`src/rtl/clkdiv_pkg.sv`:
```
package clkdiv_pkg;
  parameter int unsigned RATIO_W   = 4;
  parameter int unsigned FIELD_LSB = 4;
  parameter int unsigned DATA_W    = RATIO_W + FIELD_LSB;

  typedef logic [RATIO_W-1:0] ratio_t;
  typedef logic [DATA_W-1:0]  ctrl_t;
endpackage

```
`src/rtl/clkdiv_ratio_reg.sv`:
```
module clkdiv_ratio_reg #(
  parameter int unsigned RATIO_W   = clkdiv_pkg::RATIO_W,
  parameter int unsigned FIELD_LSB = clkdiv_pkg::FIELD_LSB,
  parameter int unsigned DATA_W    = RATIO_W + FIELD_LSB
) (
  input  logic               clk_i,
  input  logic               rst_ni,
  input  logic               wr_en_i,
  input  logic [DATA_W-1:0]  wr_data_i,
  output logic [RATIO_W-1:0] shadow_o,
  output logic [RATIO_W-1:0] next_ratio_o,
  output logic [DATA_W-1:0]  rd_data_o
);
  logic [RATIO_W-1:0] shadow_q;
  logic [RATIO_W-1:0] wr_field;

  assign wr_field = wr_data_i[FIELD_LSB +: RATIO_W];

  always_ff @(posedge clk_i or negedge rst_ni) begin
    if (!rst_ni)      shadow_q <= '0;
    else if (wr_en_i) shadow_q <= wr_field;
  end

  // bypass so a write in a period's last cycle still lands on the next period
  assign next_ratio_o = wr_en_i ? wr_field : shadow_q;
  assign shadow_o     = shadow_q;

  generate
    if (FIELD_LSB > 0) begin : g_pad
      assign rd_data_o = {shadow_q, {FIELD_LSB{1'b0}}};
    end else begin : g_nopad
      assign rd_data_o = shadow_q;
    end
  endgenerate
endmodule

```
`src/rtl/clkdiv_counter.sv`:
```
module clkdiv_counter #(
  parameter int unsigned RATIO_W = clkdiv_pkg::RATIO_W
) (
  input  logic               clk_i,
  input  logic               rst_ni,
  input  logic [RATIO_W-1:0] next_ratio_i,
  output logic [RATIO_W-1:0] active_o,
  output logic [RATIO_W-1:0] count_o,
  output logic               tick_o
);
  logic [RATIO_W-1:0] active_q;
  logic [RATIO_W-1:0] count_q;
  logic               at_end;

  assign at_end = (count_q == '0);

  always_ff @(posedge clk_i or negedge rst_ni) begin
    if (!rst_ni) begin
      active_q <= '0;
      count_q  <= '0;
    end else if (at_end) begin
      active_q <= next_ratio_i;
      count_q  <= next_ratio_i;
    end else begin
      count_q  <= count_q - 1'b1;
    end
  end

  assign active_o = active_q;
  assign count_o  = count_q;
  assign tick_o   = at_end;
endmodule

```
`src/rtl/clkdiv_phase.sv`:
```
module clkdiv_phase #(
  parameter int unsigned RATIO_W = clkdiv_pkg::RATIO_W
) (
  input  logic [RATIO_W-1:0] active_i,
  input  logic [RATIO_W-1:0] count_i,
  output logic               phase_o
);
  localparam int unsigned LEN_W = RATIO_W + 1;

  logic [LEN_W-1:0] period_len;
  logic [LEN_W-1:0] low_len;

  // counter runs N-1..0; high while remaining >= floor(N/2)
  assign period_len = {1'b0, active_i} + LEN_W'(1);
  assign low_len    = period_len >> 1;
  assign phase_o    = ({1'b0, count_i} >= low_len);
endmodule

```
`src/rtl/clkdiv_top.sv`:
```
module clkdiv_top #(
  parameter int unsigned RATIO_W   = clkdiv_pkg::RATIO_W,
  parameter int unsigned FIELD_LSB = clkdiv_pkg::FIELD_LSB,
  parameter int unsigned DATA_W    = RATIO_W + FIELD_LSB
) (
  input  logic              clk_i,
  input  logic              rst_ni,
  input  logic              wr_en_i,
  input  logic [DATA_W-1:0] wr_data_i,
  output logic [DATA_W-1:0] rd_data_o,
  output logic              tick_o,
  output logic              phase_o
);
  logic [RATIO_W-1:0] shadow_ratio;
  logic [RATIO_W-1:0] next_ratio;
  logic [RATIO_W-1:0] active_ratio;
  logic [RATIO_W-1:0] count_val;

  clkdiv_ratio_reg #(
    .RATIO_W(RATIO_W), .FIELD_LSB(FIELD_LSB), .DATA_W(DATA_W)
  ) u_reg (
    .clk_i        (clk_i),
    .rst_ni       (rst_ni),
    .wr_en_i      (wr_en_i),
    .wr_data_i    (wr_data_i),
    .shadow_o     (shadow_ratio),
    .next_ratio_o (next_ratio),
    .rd_data_o    (rd_data_o)
  );

  clkdiv_counter #(.RATIO_W(RATIO_W)) u_cnt (
    .clk_i        (clk_i),
    .rst_ni       (rst_ni),
    .next_ratio_i (next_ratio),
    .active_o     (active_ratio),
    .count_o      (count_val),
    .tick_o       (tick_o)
  );

  clkdiv_phase #(.RATIO_W(RATIO_W)) u_phase (
    .active_i (active_ratio),
    .count_i  (count_val),
    .phase_o  (phase_o)
  );
endmodule

```
`config.mk`:
```
export PLATFORM = sky130hd
export DESIGN_NAME = clkdiv_top
export DESIGN_NICKNAME = d
export VERILOG_FILES = /design/src/rtl/clkdiv_pkg.sv /design/src/rtl/clkdiv_ratio_reg.sv /design/src/rtl/clkdiv_counter.sv /design/src/rtl/clkdiv_phase.sv /design/src/rtl/clkdiv_top.sv
export SDC_FILE = /design/constraint.sdc
export NUM_CORES = 1
export LEC_CHECK = 0
export BUFFER_PORTS_ARGS = -buffer_cell sky130_fd_sc_hd__buf_4
export CELL_PAD_IN_SITES_DETAIL_PLACEMENT = 1
export CELL_PAD_IN_SITES_GLOBAL_PLACEMENT = 1
export CORE_MARGIN = 5
export CORE_UTILIZATION = 40
export DETAILED_ROUTE_END_ITERATION = 12
export PLACE_DENSITY_LB_ADDON = 0.1
export REMOVE_ABC_BUFFERS = 1
export SLEW_MARGIN = 20
export SYNTH_ARGS = -nofsm -noshare
export SYNTH_HDL_FRONTEND = slang
export SYNTH_HIERARCHICAL = 1
export SYNTH_SLANG_ARGS = --single-unit
```
`constraint.sdc`:
```
create_clock -name clk_i -period 3 [get_ports clk_i]
set_input_delay 0 -clock clk_i [delete_from_list [all_inputs] [get_ports clk_i]]
set_output_delay 0 -clock clk_i [all_outputs]
set_load 0.1 [all_outputs]
```
==> impl_metrics.env, run 1 <==
export IMPL_pre_cts_slack_ns=1.19
export IMPL_leakagePower_nw=0.395
export IMPL_postCtsResizedCells=0
export IMPL_fillers=180
export IMPL_die_h_um=50.6
export IMPL_postRouteWirelength_mm=1.32
export IMPL_via_count=478
export IMPL_crit_top_cell="ha_1"
export IMPL_numPortBuffers=12
export IMPL_critPathRequiredTime_ns=3.00
export IMPL_netlist_area_um2=661
export IMPL_clk_latency_ns=0.27
export IMPL_status="finished, final reports clean"
export IMPL_num_nets_final=94
export IMPL_synth_area_per_cell_um2=11.8
export IMPL_fmax_mhz=476
export IMPL_antenna_found_initial=0
export IMPL_cap_viol_max_count=0
export IMPL_root_buffer="clkbuf_4"
export IMPL_first_iter_violations=4
export IMPL_postRouteAntennaNets=0
export IMPL_clock_sinks=12
export IMPL_worst_slack_ns=0.898
export IMPL_finalMaxSlewViolations=0
export IMPL_antennaDiodeCount=0
export IMPL_hold_class="input pin to register"
export IMPL_syn2layout_area_growth_pct=26.9
export IMPL_via_per_inst=5.20
export IMPL_clk_pin_slew_ns=0.07
export IMPL_grt_first_pass_wirelength_mm=2.50
export IMPL_die_area_mm2=0.00256
export IMPL_path_max_fanout=3
export IMPL_slowest_stage="dfrtp_1"
export IMPL_critical_path_cell_chain="ha_1 -> ha_1 -> nand2b_1 -> a2111oi_2 -> nor3_1 -> buf_4"
export IMPL_placementRows=14
export IMPL_pin_count=21
export IMPL_grt_util_all_layers=0.128
export IMPL_cts_buffer_depth=2
export IMPL_htreeDepth=1
export IMPL_core_area_mm2=0.00154
export IMPL_finalSetupViolations=0
export IMPL_post_route_drc_count=0
export IMPL_p_per_area_mw_per_mm2=1210
export IMPL_avgRoutedWirePerCell_um=14.4
export IMPL_timing_final_crit_share=0.701
export IMPL_startpoint_type="register"
export IMPL_cp_end_kind="output port"
export IMPL_synth_cells=56
export IMPL_first_global_vias=529
export IMPL_dpl_hpwl_mm=1.07
export IMPL_fin_crit_ns=2.10
export IMPL_drive_gt1_frac=0.329
export IMPL_ys_warn_count=6
export IMPL_die_x_um=50.6
export IMPL_gp_congestion=0.776
export IMPL_rsz0062_at_grt="no"
export IMPL_dr_pass1_iters=2
export IMPL_cts_buffers=3
export IMPL_fin_skew_ns=0.00140
export IMPL_gr_total_overflow=0
export IMPL_ir_drop_uv=635
export IMPL_hold_buffers=5
export IMPL_critPathMaxStageDelay_ns=0.40
export IMPL_cts_setup_buffers=0
export IMPL_placed_cells=83
export IMPL_path_class="register to output port"
export IMPL_start_util=0.429
export IMPL_grt_max_degree=13
export IMPL_hold_violations=0
export IMPL_final_cell_count_no_fill=92
export IMPL_cts_tree="done"
export IMPL_arrival_ns=2.10
## final timing paths
kind                                          startpoint  slack [ns]                       endpoint  cells past startpoint
setup reg to reg              u_cnt/count_o[0]$_DFF_PN0_        1.36  u_cnt/active_o[3]$_DFFE_PN0P_                      4
hold reg to reg              u_reg/shadow_o[1]$_DFF_PN0_        0.55    u_reg/shadow_o[1]$_DFF_PN0_                      1
max in group asynchronous                         rst_ni        2.74    u_reg/shadow_o[1]$_DFF_PN0_                      2
hold / removal                                   wr_en_i        0.05    u_reg/shadow_o[3]$_DFF_PN0_                      2
min in group asynchronous                         rst_ni        0.11  u_cnt/active_o[0]$_DFFE_PN0P_                      2
setup / recovery           u_cnt/active_o[0]$_DFFE_PN0P_        0.90                        phase_o                      6
## stage by stage
step           instance area [µm²]  hold WS, ns  power, mW  TNS, ns  utilization
5_1_grt                        838       0.0393       1.12        0        0.544
2_1_floorplan                  642       -0.296      0.718   -0.159            -
4_1_cts                        838       0.0358       1.03        0        0.544
6_report                       838       0.0516       1.01        0        0.544
3_5_place_dp                   752       -0.152      0.891        0        0.488
3_3_place_gp                   752       -0.151      0.880        0        0.488
## final cells by class
cell class                      instances  area [µm²]  share of cell area
Multi-Input combinational cell         37         319               0.381
Sequential cell                        12         300               0.358
Timing Repair Buffer                   17         140               0.167
Clock buffer                            4        36.3              0.0433
Inverter                                6        22.5              0.0269
Tap cell                               16        20.0              0.0239
## worst max-delay path, delay by kind of cell, from the launching register on
family / cells / cell delay, ns
AO/OA/AOI/OAI: 1 / 0.36
adder cells (fa/ha/maj): 2 / 0.56
buffers and inverters: 1 / 0.24
AND/OR/NAND/NOR: 2 / 0.26
flip-flops: 1 / 0.40
## flip-flops by register name, summed over array words and instances (netlist names)
name and count:
u_cnt/active_o 4, u_cnt/count_o 4, u_reg/shadow_o 4
## metal layers
| metal | track usage | share of wire | vias to the layer above |
|---|---|---|---|
| met4 | 0.0426 | 0.032 | 0 |
| met5 | 0 | 0 | - |
| met1 | 0.154 | 0.42 | 235 |
| li1 | - | - | 226 |
| met3 | 0.0621 | 0.054 | 4 |
| met2 | 0.198 | 0.49 | 13 |
## where the power goes
group | switching [mW] | leakage [nW] | internal, mW
clock network | 0.0534 | 0.0210 | 0.0738
registers | 0.0638 | 0.140 | 0.224
logic | 0.390 | 0.234 | 0.208
## layout by cell type, fill, tap and decap left out, types with 2 or more instances in the layout
| master | n |
|---|---|
| buf_4 | 12 |
| clkbuf_4 | 3 |
| conb_1 | 4 |
| dfrtp_1 | 12 |
| dlygate4sd3_1 | 5 |
| ha_1 | 6 |
| inv_1 | 6 |
| mux2_2 | 7 |
| mux2i_1 | 2 |
| nand3_1 | 2 |
| nor3_1 | 2 |
| o21ai_0 | 3 |
Power figures use the tool's default switching activity.
==> run 2, diff against run 1 <==
--- a/config.mk
+++ b/config.mk
@@ -9,7 +9,7 @@
 export CELL_PAD_IN_SITES_DETAIL_PLACEMENT = 1
 export CELL_PAD_IN_SITES_GLOBAL_PLACEMENT = 1
 export CORE_MARGIN = 5
-export CORE_UTILIZATION = 40
+export CORE_UTILIZATION = 37
 export DETAILED_ROUTE_END_ITERATION = 12
 export PLACE_DENSITY_LB_ADDON = 0.1
 export REMOVE_ABC_BUFFERS = 1
==> constraint.sdc (replaced) <==
create_clock -name clk_i -period 1.99 [get_ports clk_i]
set_input_delay 0 -clock clk_i [delete_from_list [all_inputs] [get_ports clk_i]]
set_output_delay 0 -clock clk_i [all_outputs]
set_load 0.1 [all_outputs]
==> impl_metrics.env, run 2 (synthesized netlist as in run 1, its figures left out) <==
export IMPL_die_x_um=52.3
export IMPL_cp_end_kind="output port"
export IMPL_fmax_mhz=520
export IMPL_start_util=0.387
export IMPL_first_global_vias=454
export IMPL_grt_util_all_layers=0.110
export IMPL_htreeDepth=1
export IMPL_critical_path_cell_chain="ha_4 -> ha_4 -> nand2b_4 -> a2111oi_4 -> nor3_2 -> clkbuf_8"
export IMPL_postRouteAntennaNets=0
export IMPL_grt_first_pass_wirelength_mm=2.13
export IMPL_cts_buffers=3
export IMPL_finalSetupViolations=0
export IMPL_grt_max_degree=13
export IMPL_worst_slack_ns=0.0687
export IMPL_postRouteWirelength_mm=1.31
export IMPL_path_max_fanout=3
export IMPL_clk_latency_ns=0.27
export IMPL_fin_crit_ns=1.92
export IMPL_path_delay_family="adder cells"
export IMPL_num_nets_final=94
export IMPL_final_cell_mix="13 x buf_4, 12 x dfrtp_1, 7 x mux2_2"
export IMPL_antenna_found_initial=0
export IMPL_gp_congestion=0.687
export IMPL_pin_count=21
export IMPL_post_route_drc_count=0
export IMPL_cts_buffer_depth=2
export IMPL_hold_class="input pin to register"
export IMPL_slowest_stage="dfrtp_1"
export IMPL_clk_pin_slew_ns=0.07
export IMPL_gr_total_overflow=0
export IMPL_via_count=473
export IMPL_dr_pass1_iters=1
export IMPL_critPathMaxStageDelay_ns=0.42
export IMPL_final_util=0.519
export IMPL_cts_tree="done"
export IMPL_cap_viol_max_count=0
export IMPL_final_common_cell="buf_4"
export IMPL_postPlaceCellArea_um2=763
export IMPL_startpoint_type="register"
export IMPL_syn2layout_area_growth_pct=34.3
export IMPL_pre_cts_slack_ns=0.170
export IMPL_drive_gt1_frac=0.400
export IMPL_fillers=191
export IMPL_die_area_mm2=0.00273
export IMPL_fin_area_um2=887
export IMPL_arrival_ns=1.92
export IMPL_antennaDiodeCount=0
export IMPL_clock_sinks=12
export IMPL_dpl_hpwl_um=984
export IMPL_rsz0062_at_grt="no"
export IMPL_status="finished, final reports clean"
export IMPL_avgRoutedWirePerCell_um=13.1
export IMPL_root_buffer="clkbuf_4"
export IMPL_hold_violations=0
export IMPL_placementRows=15
export IMPL_fin_skew_ns=0.00370
export IMPL_path_class="register to output port"
export IMPL_die_h_um=52.3
export IMPL_worst_path_buf_inv=1
export IMPL_critPathRequiredTime_ns=1.99
export IMPL_via_per_inst=4.73
export IMPL_crit_top_cell="ha_4"
export IMPL_core_area_mm2=0.00171
export IMPL_numPortBuffers=12
export IMPL_timing_final_crit_share=0.965
export IMPL_first_iter_violations=0
export IMPL_finalMaxSlewViolations=0
## run 2: cell types whose count changed in the layout (fill, tap and decap cells not counted)
cell,before,now
a2111oi_2,1,0
a2111oi_4,0,1
buf_4,12,13
dlygate4sd3_1,5,3
ha_1,6,4
ha_4,0,2
nand2b_1,1,0
nand2b_4,0,1
nor3_1,2,1
nor3_2,0,1
## run 2: final timing paths
path	from	to	slack (ns)	cells past startpoint
setup reg to reg	u_cnt/count_o[0]$_DFF_PN0_	u_cnt/active_o[3]$_DFFE_PN0P_	0.33	4
hold reg to reg	u_reg/shadow_o[0]$_DFF_PN0_	u_reg/shadow_o[0]$_DFF_PN0_	0.54	1
hold / removal	wr_data_i[6]	u_reg/shadow_o[2]$_DFF_PN0_	0.01	2
max in group asynchronous	rst_ni	u_cnt/count_o[0]$_DFF_PN0_	1.74	2
setup / recovery	u_cnt/active_o[1]$_DFFE_PN0P_	phase_o	0.07	6
min in group asynchronous	rst_ni	u_cnt/active_o[2]$_DFFE_PN0P_	0.10	2
## run 2: layout make-up
| class | instances | area (µm²) | area share |
|---|---|---|---|
| Multi-Input combinational cell | 37 | 369 | 0.416 |
| Sequential cell | 12 | 300 | 0.339 |
| Timing Repair Buffer | 17 | 141 | 0.159 |
| Tap cell | 25 | 31.3 | 0.0353 |
| Clock buffer | 3 | 22.5 | 0.0254 |
| Inverter | 6 | 22.5 | 0.0254 |
## run 2: metal layers
metal,global-route usage,up-vias,routed length [µm]
met5,0,-,0
met4,0.0383,0,14
met3,0.0513,2,94
met2,0.174,13,608
met1,0.131,234,591
li1,-,224,-
## run 2: stage by stage
| stage | TNS [ns] | instances | hold WS [ns] |
|---|---|---|---|
| after floorplan | -1.77 | 55 | -0.296 |
| after global placement | 0 | 92 | -0.150 |
| after detailed placement | 0 | 92 | -0.150 |
| after CTS | 0 | 99 | 0.00712 |
| after global routing | 0 | 100 | 0.00716 |
| final | 0 | 100 | 0.0107 |
## run 2: what timing repair did
action | in CTS | in global routing
setup endpoints to repair | 1 | 1
hold buffers | 3 | 0
endpoints found under the hold margin | 14 | 0
setup buffers | 1 | 1
gates resized for setup | 2 | 6
pin swaps | 2 | 2
Power of run 2 is not shown: default switching activity piles up to over one toggle a cycle in this logic, so the estimate is an artifact.
